===== src/rtl/i2c_tgt_pkg.sv =====
package i2c_tgt_pkg;

  typedef enum logic [2:0] {
    ST_IDLE,
    ST_ADDR,
    ST_ADDR_ACK,
    ST_WR,
    ST_WR_ACK,
    ST_RD,
    ST_RD_ACK,
    ST_HOLD
  } tgt_state_t;

  // address byte matches prefix plus strap bits (bit 0 is the direction)
  function automatic logic addr_hit(input logic [7:0] b, input logic [4:0] prefix,
                                    input logic a2, input logic a1);
    return (b[7:3] == prefix) && (b[2] == a2) && (b[1] == a1);
  endfunction

endpackage


===== src/rtl/i2c_pin_filter.sv =====
module i2c_pin_filter #(
  parameter int SYNC_STAGES = 2,
  parameter int FILT_LEN    = 3
) (
  input  logic clk,
  input  logic rst_n,
  input  logic pin,
  output logic level
);
  logic [SYNC_STAGES-1:0] sync_q;
  logic [FILT_LEN-1:0]    win_q;

  always_ff @(posedge clk or negedge rst_n) begin
    if (!rst_n) begin
      sync_q <= '1;
      win_q  <= '1;
      level  <= 1'b1;
    end else begin
      sync_q <= {sync_q[SYNC_STAGES-2:0], pin};
      win_q  <= {win_q[FILT_LEN-2:0], sync_q[SYNC_STAGES-1]};
      if (&win_q)       level <= 1'b1;
      else if (~|win_q) level <= 1'b0;
    end
  end
endmodule


===== src/rtl/i2c_bus_events.sv =====
module i2c_bus_events (
  input  logic clk,
  input  logic rst_n,
  input  logic scl_f,
  input  logic sda_f,
  output logic start_evt,
  output logic stop_evt,
  output logic scl_rise,
  output logic scl_fall
);
  logic scl_p, sda_p;

  always_ff @(posedge clk or negedge rst_n) begin
    if (!rst_n) begin
      scl_p <= 1'b1;
      sda_p <= 1'b1;
    end else begin
      scl_p <= scl_f;
      sda_p <= sda_f;
    end
  end

  assign start_evt = scl_f & scl_p & sda_p & ~sda_f;
  assign stop_evt  = scl_f & scl_p & ~sda_p & sda_f;
  assign scl_rise  = scl_f & ~scl_p;
  assign scl_fall  = ~scl_f & scl_p;
endmodule


===== src/rtl/strap_i2c_target.sv =====
module strap_i2c_target
  import i2c_tgt_pkg::*;
#(
  parameter int         SYNC_STAGES = 2,
  parameter int         FILT_LEN    = 3,
  parameter int         DATA_W      = 8,
  parameter logic [4:0] ADDR_PREFIX = 5'b00111
) (
  input  logic              clk,
  input  logic              rst_n,
  input  logic              scl_i,
  input  logic              sda_i,
  input  logic              strap_a2,
  input  logic              strap_a1,
  input  logic [DATA_W-1:0] rd_data,
  output logic [DATA_W-1:0] wr_data,
  output logic              wr_valid,
  output logic              sda_oe
);
  localparam int CNT_W = $clog2(DATA_W + 1);
  localparam logic [CNT_W-1:0] LAST_BIT  = CNT_W'(DATA_W - 1);
  localparam logic [CNT_W-1:0] BYTE_DONE = CNT_W'(DATA_W);

  // conditioned pins: index 1 = SCL, index 0 = SDA
  logic [1:0] raw_pins, filt_pins;
  assign raw_pins = {scl_i, sda_i};

  for (genvar g = 0; g < 2; g++) begin : g_pin
    i2c_pin_filter #(.SYNC_STAGES(SYNC_STAGES), .FILT_LEN(FILT_LEN)) u_filt (
      .clk(clk), .rst_n(rst_n), .pin(raw_pins[g]), .level(filt_pins[g]));
  end

  logic scl_f, sda_f;
  assign scl_f = filt_pins[1];
  assign sda_f = filt_pins[0];

  logic start_evt, stop_evt, scl_rise, scl_fall;
  i2c_bus_events u_evt (
    .clk(clk), .rst_n(rst_n), .scl_f(scl_f), .sda_f(sda_f),
    .start_evt(start_evt), .stop_evt(stop_evt),
    .scl_rise(scl_rise), .scl_fall(scl_fall));

  tgt_state_t        state;
  logic [CNT_W-1:0]  cnt;
  logic [DATA_W-1:0] sh;
  logic              rw_q;
  logic              addr_match;

  assign addr_match = addr_hit(sh[7:0], ADDR_PREFIX, strap_a2, strap_a1);

  always_ff @(posedge clk or negedge rst_n) begin
    if (!rst_n) begin
      state    <= ST_IDLE;
      cnt      <= '0;
      sh       <= '0;
      rw_q     <= 1'b0;
      sda_oe   <= 1'b0;
      wr_data  <= '0;
      wr_valid <= 1'b0;
    end else begin
      wr_valid <= 1'b0;
      if (start_evt) begin
        state  <= ST_ADDR;
        cnt    <= '0;
        sda_oe <= 1'b0;
      end else if (stop_evt) begin
        state  <= ST_IDLE;
        sda_oe <= 1'b0;
      end else begin
        unique case (state)
          ST_ADDR: begin
            if (scl_rise && cnt != BYTE_DONE) begin
              sh  <= {sh[DATA_W-2:0], sda_f};
              cnt <= cnt + 1'b1;
            end else if (scl_fall && cnt == BYTE_DONE) begin
              rw_q <= sh[0];
              if (addr_match) begin
                sda_oe <= 1'b1;
                state  <= ST_ADDR_ACK;
              end else begin
                state  <= ST_IDLE;
              end
            end
          end
          ST_ADDR_ACK: begin
            if (scl_fall) begin
              cnt <= '0;
              if (!rw_q) begin
                sda_oe <= 1'b0;
                state  <= ST_WR;
              end else begin
                sh     <= rd_data;
                sda_oe <= ~rd_data[DATA_W-1];
                state  <= ST_RD;
              end
            end
          end
          ST_WR: begin
            if (scl_rise && cnt != BYTE_DONE) begin
              sh  <= {sh[DATA_W-2:0], sda_f};
              cnt <= cnt + 1'b1;
            end else if (scl_fall && cnt == BYTE_DONE) begin
              wr_data  <= sh;
              wr_valid <= 1'b1;
              sda_oe   <= 1'b1;
              state    <= ST_WR_ACK;
            end
          end
          ST_WR_ACK: begin
            if (scl_fall) begin
              sda_oe <= 1'b0;
              state  <= ST_HOLD;
            end
          end
          ST_RD: begin
            if (scl_fall) begin
              if (cnt == LAST_BIT) begin
                sda_oe <= 1'b0;
                state  <= ST_RD_ACK;
              end else begin
                sh     <= {sh[DATA_W-2:0], 1'b0};
                sda_oe <= ~sh[DATA_W-2];
                cnt    <= cnt + 1'b1;
              end
            end
          end
          ST_RD_ACK: if (scl_fall) state <= ST_HOLD;
          default: ;
        endcase
      end
    end
  end

  AST_ACK_ON_MATCH: assert property (@(posedge clk) disable iff (!rst_n)
    ($rose(sda_oe) && state == ST_ADDR_ACK) |-> addr_match);
  AST_IDLE_QUIET: assert property (@(posedge clk) disable iff (!rst_n)
    (state == ST_IDLE) |-> !sda_oe);
  AST_WR_PULSE: assert property (@(posedge clk) disable iff (!rst_n)
    wr_valid |=> !wr_valid);
  AST_HOLD_QUIET: assert property (@(posedge clk) disable iff (!rst_n)
    (state == ST_HOLD) |-> (!sda_oe && !wr_valid));
  AST_START_ABORT: assert property (@(posedge clk) disable iff (!rst_n)
    start_evt |=> (state == ST_ADDR && !sda_oe));
  AST_DRIVE_SCL_LOW: assert property (@(posedge clk) disable iff (!rst_n)
    (!$stable(sda_oe) && sda_oe) |-> !scl_f);
endmodule


===== config.mk =====
export PLATFORM = sky130hd
export DESIGN_NAME = strap_i2c_target
export DESIGN_NICKNAME = d
export VERILOG_FILES = /design/src/rtl/i2c_tgt_pkg.sv /design/src/rtl/i2c_pin_filter.sv /design/src/rtl/i2c_bus_events.sv /design/src/rtl/strap_i2c_target.sv
export SDC_FILE = /design/constraint.sdc
export NUM_CORES = 1
export LEC_CHECK = 0
export BUFFER_PORTS_ARGS = -buffer_cell sky130_fd_sc_hd__buf_2
export CAP_MARGIN = 15
export CORE_UTILIZATION = 50
export CTS_CLUSTER_DIAMETER = 50
export DETAILED_ROUTE_END_ITERATION = 7
export MAX_ROUTING_LAYER = met4
export PLACE_DENSITY_LB_ADDON = 0.08
export SYNTH_ARGS = -nofsm -noshare
export SYNTH_HDL_FRONTEND = slang
export SYNTH_HIERARCHICAL = 1
export SYNTH_SLANG_ARGS = --single-unit

===== constraint.sdc =====
create_clock -name clk -period 2.75 [get_ports clk]
set_input_delay 0.1375 -clock clk [delete_from_list [all_inputs] [get_ports clk]]
set_output_delay 0.1375 -clock clk [all_outputs]
set_load 0.03 [all_outputs]

# After elaboration in Yosys (flattened, before gate mapping)
# Index checks and enable logic that the tools add are counted.
dict set report totals {
  reg_bits 40
  inputBits 14
  word_cells 134
}
dict set report classes {
  add_sub_neg 1
  n_eq_ne 34
  muxes 48
  bitwise 16
  reduce_logical 20
}
# operator count
set op_table {}
lappend op_table {{$mux 8} 5}
lappend op_table {{$ne 4x4->1 const B} 10}
lappend op_table {{$mux 3} 11}
lappend op_table {{$mux 4} 6}
lappend op_table {{$pmux 8 s3} 1}
lappend op_table {{$mux 1} 21}
lappend op_table {{$reduce_and 9->1} 2}
lappend op_table {{$pmux 3 s5} 1}
lappend op_table {{$reduce_bool 7->1} 2}
lappend op_table {{$pmux 4 s3} 1}
lappend op_table {{$ne 2x2->1 const B} 5}
lappend op_table {{$reduce_and 5->1} 2}
lappend op_table {{$eq 3x3->1 const B} 3}
lappend op_table {{$ne 3x3->1 const B} 3}
lappend op_table {{$not 1->1} 9}
lappend op_table {{$reduce_and 8->1} 1}
lappend op_table {{$and 1x1->1} 7}
lappend op_table {{$eq 3x2->1 const B} 2}
lappend op_table {{$ne 2x1->1 const B} 3}
lappend op_table {{$reduce_and 3->1} 2}
lappend op_table {{$reduce_and 6->1} 1}
lappend op_table {{$reduce_or 3->1} 2}
lappend op_table {{$eq 5x3->1 const B} 1}
lappend op_table {{$pmux 1 s5} 1}
lappend op_table {{other kinds (12)} 17}

# Logic depth before layout (Yosys ltp)
# Gate-level depths: netlist of run 1.
dict set report depth {
  depth_word 9
  ltp_mapped 7
}

# Modules after synthesis
# The synthesis of run 1 kept the hierarchy.
# mod n_inst cells_each area_per_inst_um2 seq_area_each_um2
set by_module_without_submodules {}
lappend by_module_without_submodules {strap_i2c_target 1 140 1535.2 650.6}
lappend by_module_without_submodules {i2c_pin_filter 2 10 176.4 157.7}
lappend by_module_without_submodules {i2c_bus_events 1 6 87.6 52.6}

# Least setup slack after synthesis of run 1
# Ideal clock, no wire load.
dict set report synth_timing {
  path_type {reg2reg}
  startpoint {reg g_pin[0].u_filt.level}
  endpoint {reg wr_data[0]}
  setup_ps 125
  arrival_ps 1837
  setup_slack_ps 789
  path_stages_with_launch 7
  path_buffers 1
  period_less_slack_ps 1961
  cell_sequence {dfstp_2 > and4b_1 > clkbuf_1 > nor2_1 > and3_1 > nand3_1 > mux2_2}
}
dict set report synth_between {
  elab_chain_len 4
  elab_cells_between_ends 6
}
# item line_no
set synth_rtl {}
lappend synth_rtl {{start: declaration} i2c_pin_filter.sv:8} ;# output logic level
lappend synth_rtl {{start signal: assignment} i2c_pin_filter.sv:17} ;# level <= 1'b1;
lappend synth_rtl {{start signal: assignment} i2c_pin_filter.sv:21} ;# if (&win_q) level <= 1'b1;
lappend synth_rtl {{start signal: assignment} i2c_pin_filter.sv:22} ;# else if (~|win_q) level <= 1'b0;
lappend synth_rtl {{$not 1->1} i2c_bus_events.sv:23} ;# assign start_evt = scl_f & scl_p & sda_p & ~sda_f;
lappend synth_rtl {{$and 1x1->1} i2c_bus_events.sv:23}
lappend synth_rtl {{via start_evt} strap_i2c_target.sv:37} ;# logic start_evt, stop_evt, scl_rise, scl_fall;
lappend synth_rtl {{$not 1->1 (no line)} --}
lappend synth_rtl {{$reduce_and 5->1 (no line)} --}
lappend synth_rtl {{end signal: assignment} strap_i2c_target.sv:103} ;# wr_data <= sh;
lappend synth_rtl {{end: declaration} strap_i2c_target.sv:16} ;# output logic [DATA_W-1:0] wr_data,
# The timed path passes the listed nets, and every way through them passes these cells.
# A chain may end at the register's enable or synchronous reset.

# Final worst setup path of run 1
dict set report layout_timing {
  startpoint {reg g_pin[0].u_filt.level}
  endpoint {reg wr_data[1]}
}
# Same word-level chain as after synthesis.

==> flow_summary.yaml, run 1 <==
status:
  status: "finished clean"
yosys:
  avgSynthCellArea_um2: 11.9
  yosysMostFrequentCell: "dfrtp_1"
  synth_top_cell_by_area: "dfrtp_1"
  synth_top_area_frac: 0.329
  synth_cell_types: 51
  synthTopCellsByCount: "dfrtp_1 (26), mux2_2 (16), dfstp_2 (14)"
  syn_nets: 182
  synth_edf_count: 0
  async_flop_share: 1.00
  ys_seq_area_frac: 0.516
  yosys-top-cells-area: "dfrtp_1 (33%), dfstp_2 (19%), mux2_2 (9.1%), mux2_4 (6.1%), a21oi_1 (1.8%)"
  synth_ff_type: "dfrtp_1"
  syn_area_mm2: 0.00198
  yosys_register_bits: 40
  yosysWarningCount: 6
  syn_inst: 166
clock_tree:
  root_buffer: "clkbuf_8"
  cts_resized: 0
  clockBufferDepth: 2
  clk_pin_slew_ps: 80
  clkSinkCount: 40
  insertion_delay_ps: 290
  cts_setup_buffers: 0
  numCtsBuffers: 5
  ctsHoldBuffers: 3
  cts_tree: "done"
  h-tree-depth: 2
floorplan:
  die_w_um: 64.9
  fp.dieH_um: 64.9
  io_pins: 24
  core_mm2: 0.00372
  start_util: 0.532
  num_rows: 22
  die_area_mm2: 0.00421
grt:
  grt_pass1_vias: 1267
  grt_max_degree: 41
  grt-ovfl-total: 0
  grt_usage: 0.201
  antenna_found_initial: 0
  grt_first_pass_wirelength_um: 6140
timing:
  tightestPinTransition_ps: 865
  fin_skew_ps: 10.9
  rsz0062_at_grt: "false"
  fin_crit_ps: 2240
  whs_ps: 208
  fmaxAchievable_mhz: 446
  hold_viol: 0
  finalSetupViolations: 0
  drv_slew: 0
  min_period_over_period: 0.816
  setup_tns_ps: 0
  relSlewSlack: 0.423
placed_design:
  portBuffers: 23
  dp_hpwl_um: 2590
  gp_congestion: 0.870
worst_setup_path:
  cp.required_ps: 2920
  crit_type: "reg2reg"
  reg2reg_slack_ps: 510
  critical_path.endpoint_type: "flip-flop"
  crit_path_max_fanout: 9
  start_kind: "flip-flop"
  path_cells: "and4b_1 -> nor2_1 -> and3_1 -> nand3_1 -> mux2_2"
  arrival_ps: 2420
  slowest_delay_ps: 570
  cp_slowest_cell: "dfstp_2"
power_and_ir_drop:
  irDropWorstVdd_uv: 444
  total_power_mw: 1.59
  leakage_nw: 1.03
  p_per_area_mw_per_mm2: 702
drt:
  drtPass1Iterations: 4
  drc: 0
  ant_nets: 0
  avgRoutedWirePerCell_um: 15.5
  routed_wl_um: 3730
  vias: 1372
  drt_iter0_markers: 83
  avgViaCountPerCell: 5.72
cells_and_area:
  diodes: 0
  nFillCells: 331
  drive_above_1_share: 0.375
  areaGrowthSynthToFinish_pct: 14.3
  fin_nets: 207
job:
  drv_cap: 0
hold_path:
  hold_path.class: "in2reg"
-- power by group --
part | total [mW] | leakage (nW) | internal [mW] | switching [mW]
Sequential | 0.785 | 0.494 | 0.684 | 0.101
Clock | 0.490 | 0.0618 | 0.290 | 0.200
Combinational | 0.311 | 0.478 | 0.182 | 0.130
-- sequential cells by signal, indices dropped and copies added, names as in the netlist --
| register | cells |
|---|---|
| rw_q | 1 |
| sda_oe | 1 |
| u_evt/sda_p | 1 |
| g_pin.u_filt/sync_q | 4 |
| g_pin.u_filt/level | 2 |
| sh | 8 |
| g_pin.u_filt/win_q | 6 |
| cnt | 4 |
| u_evt/scl_p | 1 |
| wr_data | 8 |
| wr_valid | 1 |
| state | 3 |
-- metrics by stage --
step | util | area (um^2) | cells | setup slack (ps)
after detailed placement | 0.567 | 2110 | 229 | 511
after floorplan | - | 1980 | 166 | 789
after global routing | 0.608 | 2260 | 240 | 363
after global placement | 0.567 | 2110 | 229 | 649
after CTS | 0.608 | 2260 | 240 | 505
final | 0.608 | 2260 | 240 | 507
-- cells by family (layout without fill, tap and decap cells) --
group,Yosys count,after routing,synth area share
multiplexers,26,26,0.162
adder cells (fa/ha/maj),2,2,0.0127
AO/OA/AOI/OAI,33,33,0.118
XOR/XNOR,2,2,0.00887
buffers and inverters,17,43,0.0399
AND/OR/NAND/NOR,46,46,0.143
flip-flops,40,40,0.516
-- final cells by class --
cell class / count / area (um^2) / area share
Clock buffer: 8 / 123 / 0.0543
Inverter: 9 / 33.8 / 0.0150
Multi-Input combinational cell: 109 / 878 / 0.389
Sequential cell: 40 / 1020 / 0.451
Tap cell: 48 / 60.1 / 0.0266
Timing Repair Buffer: 26 / 145 / 0.0643
-- path summary, 6_finish.rpt --
| kind | start | to | cells past startpoint |
|---|---|---|---|
| max | g_pin[0].u_filt/level$_DFFE_PN1P_ | wr_data[1]$_DFFE_PN0P_ | 5 |
| max reg2reg | g_pin[0].u_filt/level$_DFFE_PN1P_ | wr_data[1]$_DFFE_PN0P_ | 5 |
| max in group asynchronous | rst_n | sh[5]$_DFFE_PN0P_ | 2 |
| min in group asynchronous | rst_n | state[0]$_DFFE_PN0P_ | 2 |
| min | rd_data[3] | sh[3]$_DFFE_PN0P_ | 3 |
| min reg2reg | g_pin[1].u_filt/sync_q[1]$_DFF_PN1_ | g_pin[1].u_filt/win_q[0]$_DFF_PN1_ | 0 |
-- routing by layer --
layer,up-vias,track usage,share of wire
met5,-,-,0
li1,653,-,-
met3,6,0.0475,0.045
met1,666,0.268,0.47
met4,0,0.0889,0.018
met2,47,0.292,0.47
-- worst max-delay path, delay by kind of cell, from the launching register on --
| family | cells | cell delay, ps |
|---|---|---|
| simple gates | 4 | 1140 |
| flops | 1 | 570 |
| mux | 1 | 420 |
-- layout by cell type, fill, tap and decap left out, types with 6 or more instances in the layout --
cell	count
inv_1	9
dfstp_2	14
buf_2	23
nor2_1	7
mux2_4	8
a21oi_1	7
nand2_1	6
mux2_2	16
dfrtp_1	26
(Power assumes the default switching activity.)
==> run 2, diff against run 1 <==
- ABC_AREA: default -> 1
- clock period: 2.75 -> 2.2 ns (I/O delays scaled with it)
==> run 2 against run 1 <==
  * Sequential cell count unchanged
  * Critical path depth up 4
  * Hold slack worse by 78 ps
  * Clock skew down 7.0 ps
  * Largest cell class unchanged
  * Final cell count up 43%
  * Sequential share of layout area down 1.6 points
==> flow_summary.yaml, run 2 <==
placed_design:
  portBuffers: 23
  post_dp_cell_area_mm2: 0.00219
  preCtsSetupSlack_ps: 383
  dp_hpwl_um: 2960
  gp_congestion: 0.864
  placed_cells: 333
worst_setup_path:
  critical_path.endpoint_type: "flip-flop"
  start_kind: "flip-flop"
  crit_type: "reg2reg"
  arrival_ps: 2010
  cp.required_ps: 2390
  crit_path_max_fanout: 9
clock_tree:
  numCtsBuffers: 5
  root_buffer: "clkbuf_8"
  clockBufferDepth: 2
  cts_resized: 0
  h-tree-depth: 2
  cts_setup_buffers: 0
  cts_tree: "done"
  clkSinkCount: 40
  insertion_delay_ps: 300
  clk_pin_slew_ps: 80
timing:
  fmaxAchievable_mhz: 551
  finalSetupViolations: 0
  setup_ws_ps: 384
  drv_slew: 0
  relSlewSlack: 0.417
  fin_skew_ps: 3.86
  rsz0062_at_grt: "false"
  min_period_over_period: 0.825
  setup_tns_ps: 0
  whs_ps: 130
  fin_crit_ps: 1820
  hold_viol: 0
  tightestPinTransition_ps: 874
drt:
  avgRoutedWirePerCell_um: 11.9
  drc: 0
  routed_wl_um: 4110
  drtPass1Iterations: 4
  ant_nets: 0
  vias: 1658
  drt_iter0_markers: 81
  avgViaCountPerCell: 4.82
cells_and_area:
  final_common_cell: "nand2_1"
  reg.largest.list: "sh (8), wr_data (8), g_pin.u_filt/win_q (6)"
  areaGrowthSynthToFinish_pct: 15.3
  mostFrequentLayoutCells: "nand2_1 (94), inv_1 (31), nand3_1 (31)"
  fin_nets: 311
  final_area_mm2: 0.00234
  drive_above_1_share: 0.220
  stdcell_count: 344
  diodes: 0
  final_util: 0.621
  nFillCells: 361
floorplan:
  fp.dieH_um: 65.8
  die_area_mm2: 0.00432
  io_pins: 24
  num_rows: 22
  core_mm2: 0.00377
  die_w_um: 65.8
  start_util: 0.539
yosys:
  synth_top_area_frac: 0.320
  syn_nets: 281
  yosys_register_bits: 40
  synth_ff_type: "dfrtp_1"
  yosysWarningCount: 6
  avgSynthCellArea_um2: 7.67
  syn_inst: 265
  syn_area_mm2: 0.00203
  yosysMostFrequentCell: "nand2_1"
  synth_cell_types: 24
  ys_seq_area_frac: 0.501
  synth_edf_count: 0
  async_flop_share: 1.00
  synth_top_cell_by_area: "dfrtp_1"
  yosys-top-cells-area: "dfrtp_1 (32%), dfstp_2 (18%), nand2_1 (17%), nand3_1 (7.6%), inv_1 (5.7%)"
  synthTopCellsByCount: "nand2_1 (94), inv_1 (31), nand3_1 (31)"
grt:
  top_usage_layer: "met2"
  grtUsageMet3: 0.0573
  antenna_found_initial: 0
  grt-ovfl-total: 0
  grt_usage: 0.229
  use_met2: 0.356
  grt_max_degree: 41
  grt_use_met1: 0.286
  grt_first_pass_wirelength_um: 7020
  grt_pass1_vias: 1555
power_and_ir_drop:
  irDropWorstVdd_uv: 804
  p_per_area_mw_per_mm2: 1090
  total_power_mw: 2.55
  leakage_nw: 1.28
job:
  drv_cap: 0
status:
  status: "finished clean"
hold_path:
  hold_path.class: "in2reg"
==> run 2: final timing paths <==
| kind | startpoint | end | slack [ps] | cells after the start |
|---|---|---|---|---|
| hold / removal | rd_data[5] | sh[5]$_DFFE_PN0P_ | 130 | 5 |
| hold reg to reg | g_pin[1].u_filt/sync_q[1]$_DFF_PN1_ | g_pin[1].u_filt/win_q[0]$_DFF_PN1_ | 360 | 0 |
| max in group asynchronous | rst_n | state[2]$_DFFE_PN0P_ | 1190 | 2 |
| setup / recovery | g_pin[0].u_filt/level$_DFFE_PN1P_ | sh[7]$_DFFE_PN0P_ | 380 | 9 |
| setup reg to reg | g_pin[0].u_filt/level$_DFFE_PN1P_ | sh[7]$_DFFE_PN0P_ | 380 | 9 |
| min in group asynchronous | rst_n | cnt[0]$_DFFE_PN0P_ | 460 | 2 |
==> run 2: critical path, cell delays in order, from the launching register on <==
cell	delay (ps)
dfstp_2	570
inv_1	50
nand2_1	50
nor2_1	40
inv_2	100
nand2_1	150
nor3_4	440
nand2_4	150
nand2_1	110
nand2_1	60
==> run 2: area by class of cell <==
class | count | area [um^2] | share of cell area
Tap cell | 48 | 60.1 | 0.0256
Multi-Input combinational cell | 182 | 845 | 0.360
Clock inverter | 2 | 38.8 | 0.0166
Inverter | 39 | 146 | 0.0625
Timing Repair Buffer | 27 | 153 | 0.0651
Clock buffer | 6 | 82.6 | 0.0352
Sequential cell | 40 | 1020 | 0.435
==> run 2: routing by layer <==
| layer | share of wire | vias to the layer above |
|---|---|---|
| met5 | 0 | - |
| met4 | 0.025 | 0 |
| met3 | 0.042 | 13 |
| met2 | 0.47 | 33 |
| met1 | 0.46 | 731 |
| li1 | - | 881 |
==> run 2: logic make-up after synthesis <==
| logic type | after synthesis | share of synthesized area |
|---|---|---|
| xor+xnor | 2 | 0.00862 |
| buf+inv | 43 | 0.0831 |
| simple gates | 157 | 0.339 |
| fa+ha+maj | 2 | 0.0123 |
| flops | 40 | 0.501 |
| compound gates | 21 | 0.0554 |
==> run 2: where the power goes <==
group	internal, mW	leakage (nW)	switching [mW]
sequential	0.879	0.495	0.138
clock	0.371	0.0614	0.268
combinational	0.284	0.722	0.615
==> run 2: repair_timing <==
action / in CTS / in global routing
hold buffers: 3 / 0
hold endpoints to repair: 28 / 0
setup endpoints to repair: 0 / 0
